`src/rtl/ycc_pkg.sv`:
```
// Shared types and constants for the RGB565 to YPbPr converter.
// Assumes row order Y, Pb, Pr and column order R, G, B throughout.
package ycc_pkg;

    typedef logic signed [7:0] coef_t;

    typedef enum logic [1:0] {
        LVL_BLANK    = 2'b00,
        LVL_SYNC_NEG = 2'b01,
        LVL_SYNC_POS = 2'b10,
        LVL_SPARE    = 2'b11
    } lvl_kind_e;

    localparam int NROW      = 3;
    localparam int NCOL      = 3;
    localparam int SYNC_BASE = 105;

    // Unscaled matrix entry for a given row and column.
    function automatic int base_coef(input int row, input int col);
        int t [NROW][NCOL];
        t[0][0] = 27;  t[0][1] = 92;  t[0][2] = 9;
        t[1][0] = -15; t[1][1] = -49; t[1][2] = 64;
        t[2][0] = 64;  t[2][1] = -58; t[2][2] = -6;
        return t[row][col];
    endfunction

    // Entry times gain divided by 128, truncated toward zero.
    function automatic coef_t scale_coef(input int c, input int s);
        int p;
        p = c * s;
        return coef_t'(p / 128);
    endfunction

endpackage

```
`src/rtl/ycc_coef_bank.sv`:
```
// Holds the gain-scaled matrix entries and the sync-level magnitude.
// Assumes the gain is a plain unsigned value; values above GAIN_MAX clamp.
// The registers reload every cycle, so a gain change applies one cycle later.
module ycc_coef_bank
    import ycc_pkg::*;
#(
    parameter int GAIN_W   = 8,
    parameter int CODE_W   = 8,
    parameter int DEF_GAIN = 60,
    parameter int GAIN_MAX = 128
) (
    input  logic              clk,
    input  logic              rst_n,
    input  logic [GAIN_W-1:0] gain_i,
    output coef_t             coef_o [NROW][NCOL],
    output logic [CODE_W-1:0] lvl_mag_o
);

    logic [GAIN_W-1:0] gain_eff;
    coef_t             coef_d [NROW][NCOL];
    logic [CODE_W-1:0] mag_d;
    logic              armed_q;

    // Clamp the gain to its ceiling.
    always_comb begin
        gain_eff = (gain_i > GAIN_W'(GAIN_MAX)) ? GAIN_W'(GAIN_MAX) : gain_i;
    end

    // Scale every matrix entry and the sync magnitude by the clamped gain.
    always_comb begin
        for (int r = 0; r < NROW; r++) begin
            for (int c = 0; c < NCOL; c++) begin
                coef_d[r][c] = scale_coef(base_coef(r, c), int'(gain_eff));
            end
        end
        mag_d = CODE_W'((SYNC_BASE * int'(gain_eff)) / 128);
    end

    // Register the scaled set; reset loads the default-gain set.
    always_ff @(posedge clk) begin
        if (!rst_n) begin
            for (int r = 0; r < NROW; r++) begin
                for (int c = 0; c < NCOL; c++) begin
                    coef_o[r][c] <= scale_coef(base_coef(r, c), DEF_GAIN);
                end
            end
            lvl_mag_o <= CODE_W'((SYNC_BASE * DEF_GAIN) / 128);
        end else begin
            coef_o    <= coef_d;
            lvl_mag_o <= mag_d;
        end
    end

    // Marks that at least one reload from the gain input has happened.
    always_ff @(posedge clk) begin
        if (!rst_n) armed_q <= 1'b0;
        else        armed_q <= 1'b1;
    end


    zero_gain_chk: assert property (@(posedge clk) disable iff (!rst_n)
        (armed_q && $past(gain_i) == '0) |->
        (coef_o[0][0] == 0 && coef_o[1][2] == 0 && coef_o[2][1] == 0 && lvl_mag_o == '0));


    gain_clamp_chk: assert property (@(posedge clk) disable iff (!rst_n)
        (armed_q && $past(gain_i) >= GAIN_W'(GAIN_MAX)) |->
        (coef_o[0][1] == 92 && coef_o[2][1] == -58 && lvl_mag_o == CODE_W'(SYNC_BASE)));

endmodule

```
`src/rtl/ycc_row_mac.sv`:
```
// One matrix row: three products summed and registered (pipeline stage 1),
// then a sign-keeping shift by 7, an offset and a clamp (combinational output).
// Assumes the channels are already widened to 8 bits unsigned.
module ycc_row_mac
    import ycc_pkg::*;
#(
    parameter int CODE_W = 8,
    parameter int OFS    = 128
) (
    input  logic              clk,
    input  logic              rst_n,
    input  logic              load_i,
    input  logic [7:0]        ch_i   [NCOL],
    input  coef_t             coef_i [NCOL],
    output logic [CODE_W-1:0] code_o
);

    localparam int SUM_W    = CODE_W + 11;
    localparam int CODE_MAX = (1 << CODE_W) - 1;

    logic signed [SUM_W-1:0] px [NCOL];
    logic signed [SUM_W-1:0] cf [NCOL];
    logic signed [SUM_W-1:0] acc_d;
    logic signed [SUM_W-1:0] sum_q;
    logic signed [SUM_W-1:0] biased;

    // Sign-extend both operands to the accumulator width and sum the products.
    always_comb begin
        acc_d = '0;
        for (int k = 0; k < NCOL; k++) begin
            px[k] = SUM_W'($signed({1'b0, ch_i[k]}));
            cf[k] = SUM_W'(coef_i[k]);
            acc_d = acc_d + px[k] * cf[k];
        end
    end

    // Stage 1 register: capture the sum for an accepted pixel.
    always_ff @(posedge clk) begin
        if (!rst_n)      sum_q <= '0;
        else if (load_i) sum_q <= acc_d;
    end

    // Shift with sign kept, add the offset, clamp to the code range.
    always_comb begin
        biased = (sum_q >>> 7) + $signed(SUM_W'(OFS));
        if (biased < 0)
            code_o = '0;
        else if (biased > $signed(SUM_W'(CODE_MAX)))
            code_o = CODE_W'(CODE_MAX);
        else
            code_o = CODE_W'(biased);
    end

endmodule

```
`src/rtl/rgb565_ypbpr_conv.sv`:
```
// RGB565 to Y/Pb/Pr DAC-code converter with a two-cycle pipeline.
// Stage 1 registers the row sums, or the chosen blank/sync level.
// Stage 2 registers the final codes. Assumes the gain is held stable while
// it should apply; a change takes effect one cycle later.
module rgb565_ypbpr_conv
    import ycc_pkg::*;
#(
    parameter int GAIN_W   = 8,
    parameter int CODE_W   = 8,
    parameter int DEF_GAIN = 60,
    parameter int GAIN_MAX = 128,
    parameter int Y_OFS    = 80,
    parameter int C_OFS    = 128
) (
    input  logic              clk,
    input  logic              rst_n,
    input  logic [GAIN_W-1:0] gain,
    input  logic              pix_valid,
    input  logic [15:0]       pix_rgb,
    input  logic              lvl_sel,
    input  logic [1:0]        lvl_kind,
    output logic              out_valid,
    output logic [CODE_W-1:0] y_code,
    output logic [CODE_W-1:0] pb_code,
    output logic [CODE_W-1:0] pr_code
);

    coef_t             coef [NROW][NCOL];
    logic [CODE_W-1:0] lvl_mag;
    logic [7:0]        ch8 [NCOL];
    logic              pix_load;
    logic [CODE_W-1:0] lvl_d;
    logic              s1_valid_q;
    logic              s1_ovr_q;
    logic [CODE_W-1:0] s1_lvl_q;
    logic [CODE_W-1:0] row_code [NROW];
    logic [CODE_W-1:0] code_q   [NROW];
    logic [1:0]        age_q;

    ycc_coef_bank #(
        .GAIN_W  (GAIN_W),
        .CODE_W  (CODE_W),
        .DEF_GAIN(DEF_GAIN),
        .GAIN_MAX(GAIN_MAX)
    ) u_coef (
        .clk      (clk),
        .rst_n    (rst_n),
        .gain_i   (gain),
        .coef_o   (coef),
        .lvl_mag_o(lvl_mag)
    );

    // Widen the 5/6/5 channels to 8 bits by repeating their top bits.
    always_comb begin
        ch8[0] = {pix_rgb[15:11], pix_rgb[15:13]};
        ch8[1] = {pix_rgb[10:5],  pix_rgb[10:9]};
        ch8[2] = {pix_rgb[4:0],   pix_rgb[4:2]};
    end

    // A level request wins over a pixel; only a real pixel loads the row sums.
    always_comb begin
        pix_load = pix_valid && !lvl_sel;
    end

    // Pick the blank or sync code from the scaled magnitude.
    always_comb begin
        case (lvl_kind_e'(lvl_kind))
            LVL_SYNC_NEG: lvl_d = ~lvl_mag + CODE_W'(1);
            LVL_SYNC_POS: lvl_d = lvl_mag;
            default:      lvl_d = '0;
        endcase
    end

    genvar gr;
    generate
        for (gr = 0; gr < NROW; gr++) begin : g_row
            ycc_row_mac #(
                .CODE_W(CODE_W),
                .OFS   ((gr == 0) ? Y_OFS : C_OFS)
            ) u_row (
                .clk   (clk),
                .rst_n (rst_n),
                .load_i(pix_load),
                .ch_i  (ch8),
                .coef_i(coef[gr]),
                .code_o(row_code[gr])
            );
        end
    endgenerate

    // Stage 1 control: the valid flag, the level flag and the level code.
    always_ff @(posedge clk) begin
        if (!rst_n) begin
            s1_valid_q <= 1'b0;
            s1_ovr_q   <= 1'b0;
            s1_lvl_q   <= '0;
        end else begin
            s1_valid_q <= pix_valid || lvl_sel;
            s1_ovr_q   <= lvl_sel;
            if (lvl_sel) s1_lvl_q <= lvl_d;
        end
    end

    // Stage 2: register the final codes, holding them on idle cycles.
    always_ff @(posedge clk) begin
        if (!rst_n) begin
            out_valid <= 1'b0;
            for (int r = 0; r < NROW; r++) code_q[r] <= '0;
        end else begin
            out_valid <= s1_valid_q;
            if (s1_valid_q) begin
                for (int r = 0; r < NROW; r++)
                    code_q[r] <= s1_ovr_q ? s1_lvl_q : row_code[r];
            end
        end
    end

    assign y_code  = code_q[0];
    assign pb_code = code_q[1];
    assign pr_code = code_q[2];

    // Counts clock edges since reset, stopping at 2; used to guard $past.
    always_ff @(posedge clk) begin
        if (!rst_n)           age_q <= 2'd0;
        else if (age_q != 2'd2) age_q <= age_q + 2'd1;
    end


    latency_chk: assert property (@(posedge clk) disable iff (!rst_n)
        (age_q == 2'd2) |-> (out_valid == $past(pix_valid || lvl_sel, 2)));


    level_equal_chk: assert property (@(posedge clk) disable iff (!rst_n)
        (age_q == 2'd2 && $past(lvl_sel, 2)) |->
        (y_code == pb_code && pb_code == pr_code));


    blank_wins_chk: assert property (@(posedge clk) disable iff (!rst_n)
        (age_q == 2'd2 && $past(lvl_sel, 2) && $past(lvl_kind, 2) == 2'b00) |->
        (y_code == '0 && pr_code == '0));


    idle_hold_chk: assert property (@(posedge clk) disable iff (!rst_n)
        (age_q != 2'd0 && !out_valid) |->
        ($stable(y_code) && $stable(pb_code) && $stable(pr_code)));

endmodule

```
`config.mk`:
```
export PLATFORM = sky130hd
export DESIGN_NAME = rgb565_ypbpr_conv
export DESIGN_NICKNAME = d
export VERILOG_FILES = /design/src/rtl/ycc_pkg.sv /design/src/rtl/ycc_coef_bank.sv /design/src/rtl/ycc_row_mac.sv /design/src/rtl/rgb565_ypbpr_conv.sv
export SDC_FILE = /design/constraint.sdc
export NUM_CORES = 2
export LEC_CHECK = 0
export BUFFER_PORTS_ARGS = -buffer_cell sky130_fd_sc_hd__buf_4
export CORE_AREA = 2 2 275 277
export DETAILED_ROUTE_END_ITERATION = 8
export DIE_AREA = 0 0 277 279
export MAX_ROUTING_LAYER = met4
export PLACE_DENSITY = 0.54
export SETUP_SLACK_MARGIN = 0.15
export SYNTH_ARGS = -nofsm -noshare
export SYNTH_HDL_FRONTEND = slang
export SYNTH_SLANG_ARGS = --single-unit
```
`constraint.sdc`:
```
create_clock -name clk -period 14.5 [get_ports clk]
set_input_delay 2.175 -clock clk [delete_from_list [all_inputs] [get_ports clk]]
set_output_delay 2.175 -clock clk [all_outputs]
set_load 0.02 [all_outputs]
```
==> flow_summary.json <==
{
  "status": "finished, final reports clean",
  "chipHeight_um": 279,
  "required_ns": 14.86,
  "netlist_area_um2": 29500,
  "cts_root_buf": "clkbuf_16",
  "clkTransAtPathRegs_ns": 0.07,
  "relSlewSlack_pct": 25.7,
  "firstDrtPassIters": 5,
  "tns_ns": 0,
  "holdPathStages": 2,
  "viasPerCell": 5.01,
  "dieArea_um2": 77300,
  "hold_class": "flip-flop to flip-flop",
  "rsz0062_at_grt": "false",
  "timing_worst_setup_path_type": "input pin to flip-flop",
  "path_cells": "buf_4, inv_1, nand2_1, inv_1, fa_1, ha_1, fa_1, fa_1, ha_1, and3_4, a221oi_4, a21oi_1, a21o_2, a21oi_1, nor2b_1, a311oi_1, ha_1, nand3b_1, or3_1, nand4_1, o221ai_1, nand3b_1, xor2_1, nand2_1",
  "fmax_mhz": 114,
  "drv_slew": 0,
  "seq_area_frac_synth_pct": 10.1,
  "async_flop_share_pct": 0,
  "ctsHtreeMaxLevel": 4,
  "crit_arrival_ns": 9.10,
  "cp-end-kind": "flip-flop",
  "rrSetupSlack_ns": 7.57,
  "cts_hold_buf": 0,
  "antenna_found_initial": 4,
  "dpl.hpwl_um": 65400,
  "cts.repair.resized": 0,
  "synth_top_area_cell": "fa_1",
  "core_um2": 74100,
  "die_w_um": 277,
  "synth_commonest_cells": "728 x inv_1, 556 x ha_1, 363 x fa_1, 235 x nand2_1, 218 x and2_1",
  "vias": 22003,
  "worst_path_max_delay_cell": "inv_1",
  "n_fill_cell": 7542,
  "overflow": 0,
  "core.rowCount": 100,
  "drt_iter0_markers": 1101,
  "crit_fanout": 22,
  "setup_viol": 0,
  "period_share_pct": 60.3,
  "synth_area_leaders": "fa_1 25%, ha_1 24%, inv_1 9.3%, dfxtp_1 7.7%, and2_1 4.6%",
  "area_growth_pct": 6.88,
  "worst-path-stages": 24,
  "synth_edf_count": 24,
  "grt_max_degree": 36,
  "drt_wl_total_um": 76600,
  "grt_pass1_vias": 22249,
  "clkLatencyLatePin_ns": 0.49,
  "wl_per_cell_um": 17.4,
  "synth-seq-cells": 137,
  "ios": 55,
  "clkSinkCount": 137,
  "antenna_left": 0,
  "tritoncts": "built",
  "hold_viol_final": 0,
  "synth_warnings": 0,
  "synth_top_area_share_pct": 24.6,
  "final.min_clock_period_ns": 8.74,
  "clock_skew_ns": 0.0130,
  "worst_path_largest_cell_delay_ns": 0.57,
  "start_util_pct": 39.8,
  "post_cts_buffers": 0,
  "startpoint_type": "input pin",
  "drc": 0,
  "cp_top_family": "adder cells",
  "grt_pass1_wl_um": 123000,
  "cts_buffer_depth": 2,
  "synth.avg_cell_area_um2": 8.68,
  "yosysMostFrequentCell": "inv_1",
  "cts_buffers": 17,
  "critPathBufInv": 3,
  "syn_inst": 3397,
  "r2r_cells": 24,
  "gp_congestion": 0.934,
  "drive_above_1_share_pct": 3.86,
  "cap_violations": 0,
  "numPortBuffers": 54,
  "fin_nets": 4357,
  "worst_pin_slew_ns": 1.11,
  "gr-usage-all-layers_pct": 21.0,
  "synth_cell_types": 93,
  "synth_top_flop_cell": "dfxtp_1"
}
state kept, by name, indices dropped and copies added (netlist names):
| signal | cells |
|---|---|
| u_coef.coef_o | 58 |
| out_valid | 1 |
| code_q | 24 |
| g_row.u_row.sum_q | 36 |
| s1_ovr_q | 1 |
| u_coef.lvl_mag_o | 8 |
| s1_valid_q | 1 |
| s1_lvl_q | 8 |
cell usage in the layout (no fill, tap or decap), drive strengths merged, types with 6 or more instances in the layout:
cell type,Yosys,final
nand3b,8,8
xnor2,81,81
nor3,32,32
a21o,51,51
ha,556,556
o21ai,105,105
o31ai,17,17
or3,29,29
o31a,7,7
and3,22,22
nand3,33,33
a31oi,12,12
dfxtp,113,113
a211oi,19,19
nand2,235,235
nor2,143,143
nor2b,39,39
clkinv,0,10
or2,11,11
o211ai,17,17
a211o,6,6
o21bai,12,12
nor4,14,14
xor2,83,83
a21oi,173,173
and2,219,219
fa,363,363
nand2b,42,42
nand4,10,10
edfxtp,24,24
o21a,33,33
buf,6,60
clkbuf,64,17
inv,728,733
tightest hold or removal path, cell delays in order (launching register included):
cell and delay [ns]:
dfxtp_1 0.33, nand2_1 0.06, a21oi_1 0.05
area by class of cell:
cell class                 count  area (um^2)  share of cell area (%)
multi-input combinational   2464        23500                    74.6
sequential                   137         2980                    9.47
inverter                     728         2730                    8.67
tap                          969         1210                    3.85
timing repair buffer          60          450                    1.43
clock buffer                  17          425                    1.35
clock inverter                15          199                   0.631
antenna                        3         7.51                  0.0238
routing by layer:
layer / track usage (%) / routed length, um
met1: 28.6 / 37800
met5: - / 0
met3: 2.48 / 2170
met2: 33.5 / 35100
met4: 4.95 / 1510
stage by stage:
step	cell area (um^2)	utilization [%]	setup slack [ns]	hold slack (ns)	std cells
4_1_cts	31500	42.5	5.80	0.478	4390
6_report	31500	42.5	5.76	0.479	4393
5_1_grt	31500	42.5	5.29	0.515	4390
2_1_floorplan	29500	-	6.04	0.441	3399
3_3_place_gp	30900	41.7	5.43	0.460	4358
3_5_place_dp	30900	41.7	5.28	0.467	4358
cells by family (layout without fill, tap and decap cells):
kind of cell	Yosys count	in the layout	synth area share, %
buffers and inverters	798	820	10.2
AOI/OAI and AO/OA	515	515	11.3
adders and majority gates	921	921	48.3
other	2	7	0.0255
muxes	3	3	0.102
xor gates and xnor gates	164	164	4.92
and+or+nand+nor	857	857	15.0
DFF	137	137	10.1
worst paths after layout:
path / start / to
worst max-delay path: gain[7] / u_coef.coef_o[35]
worst min-delay path: g_row[1].u_row.sum_q[7] / g_row[1].u_row.sum_q[7]
worst max register to register: u_coef.coef_o[47] / g_row[1].u_row.sum_q[17]
worst min register to register: g_row[1].u_row.sum_q[7] / g_row[1].u_row.sum_q[7]
Power is left out: the tool's default activity adds up to more than one toggle a clock period on the data nets, which glitch-free logic cannot reach.
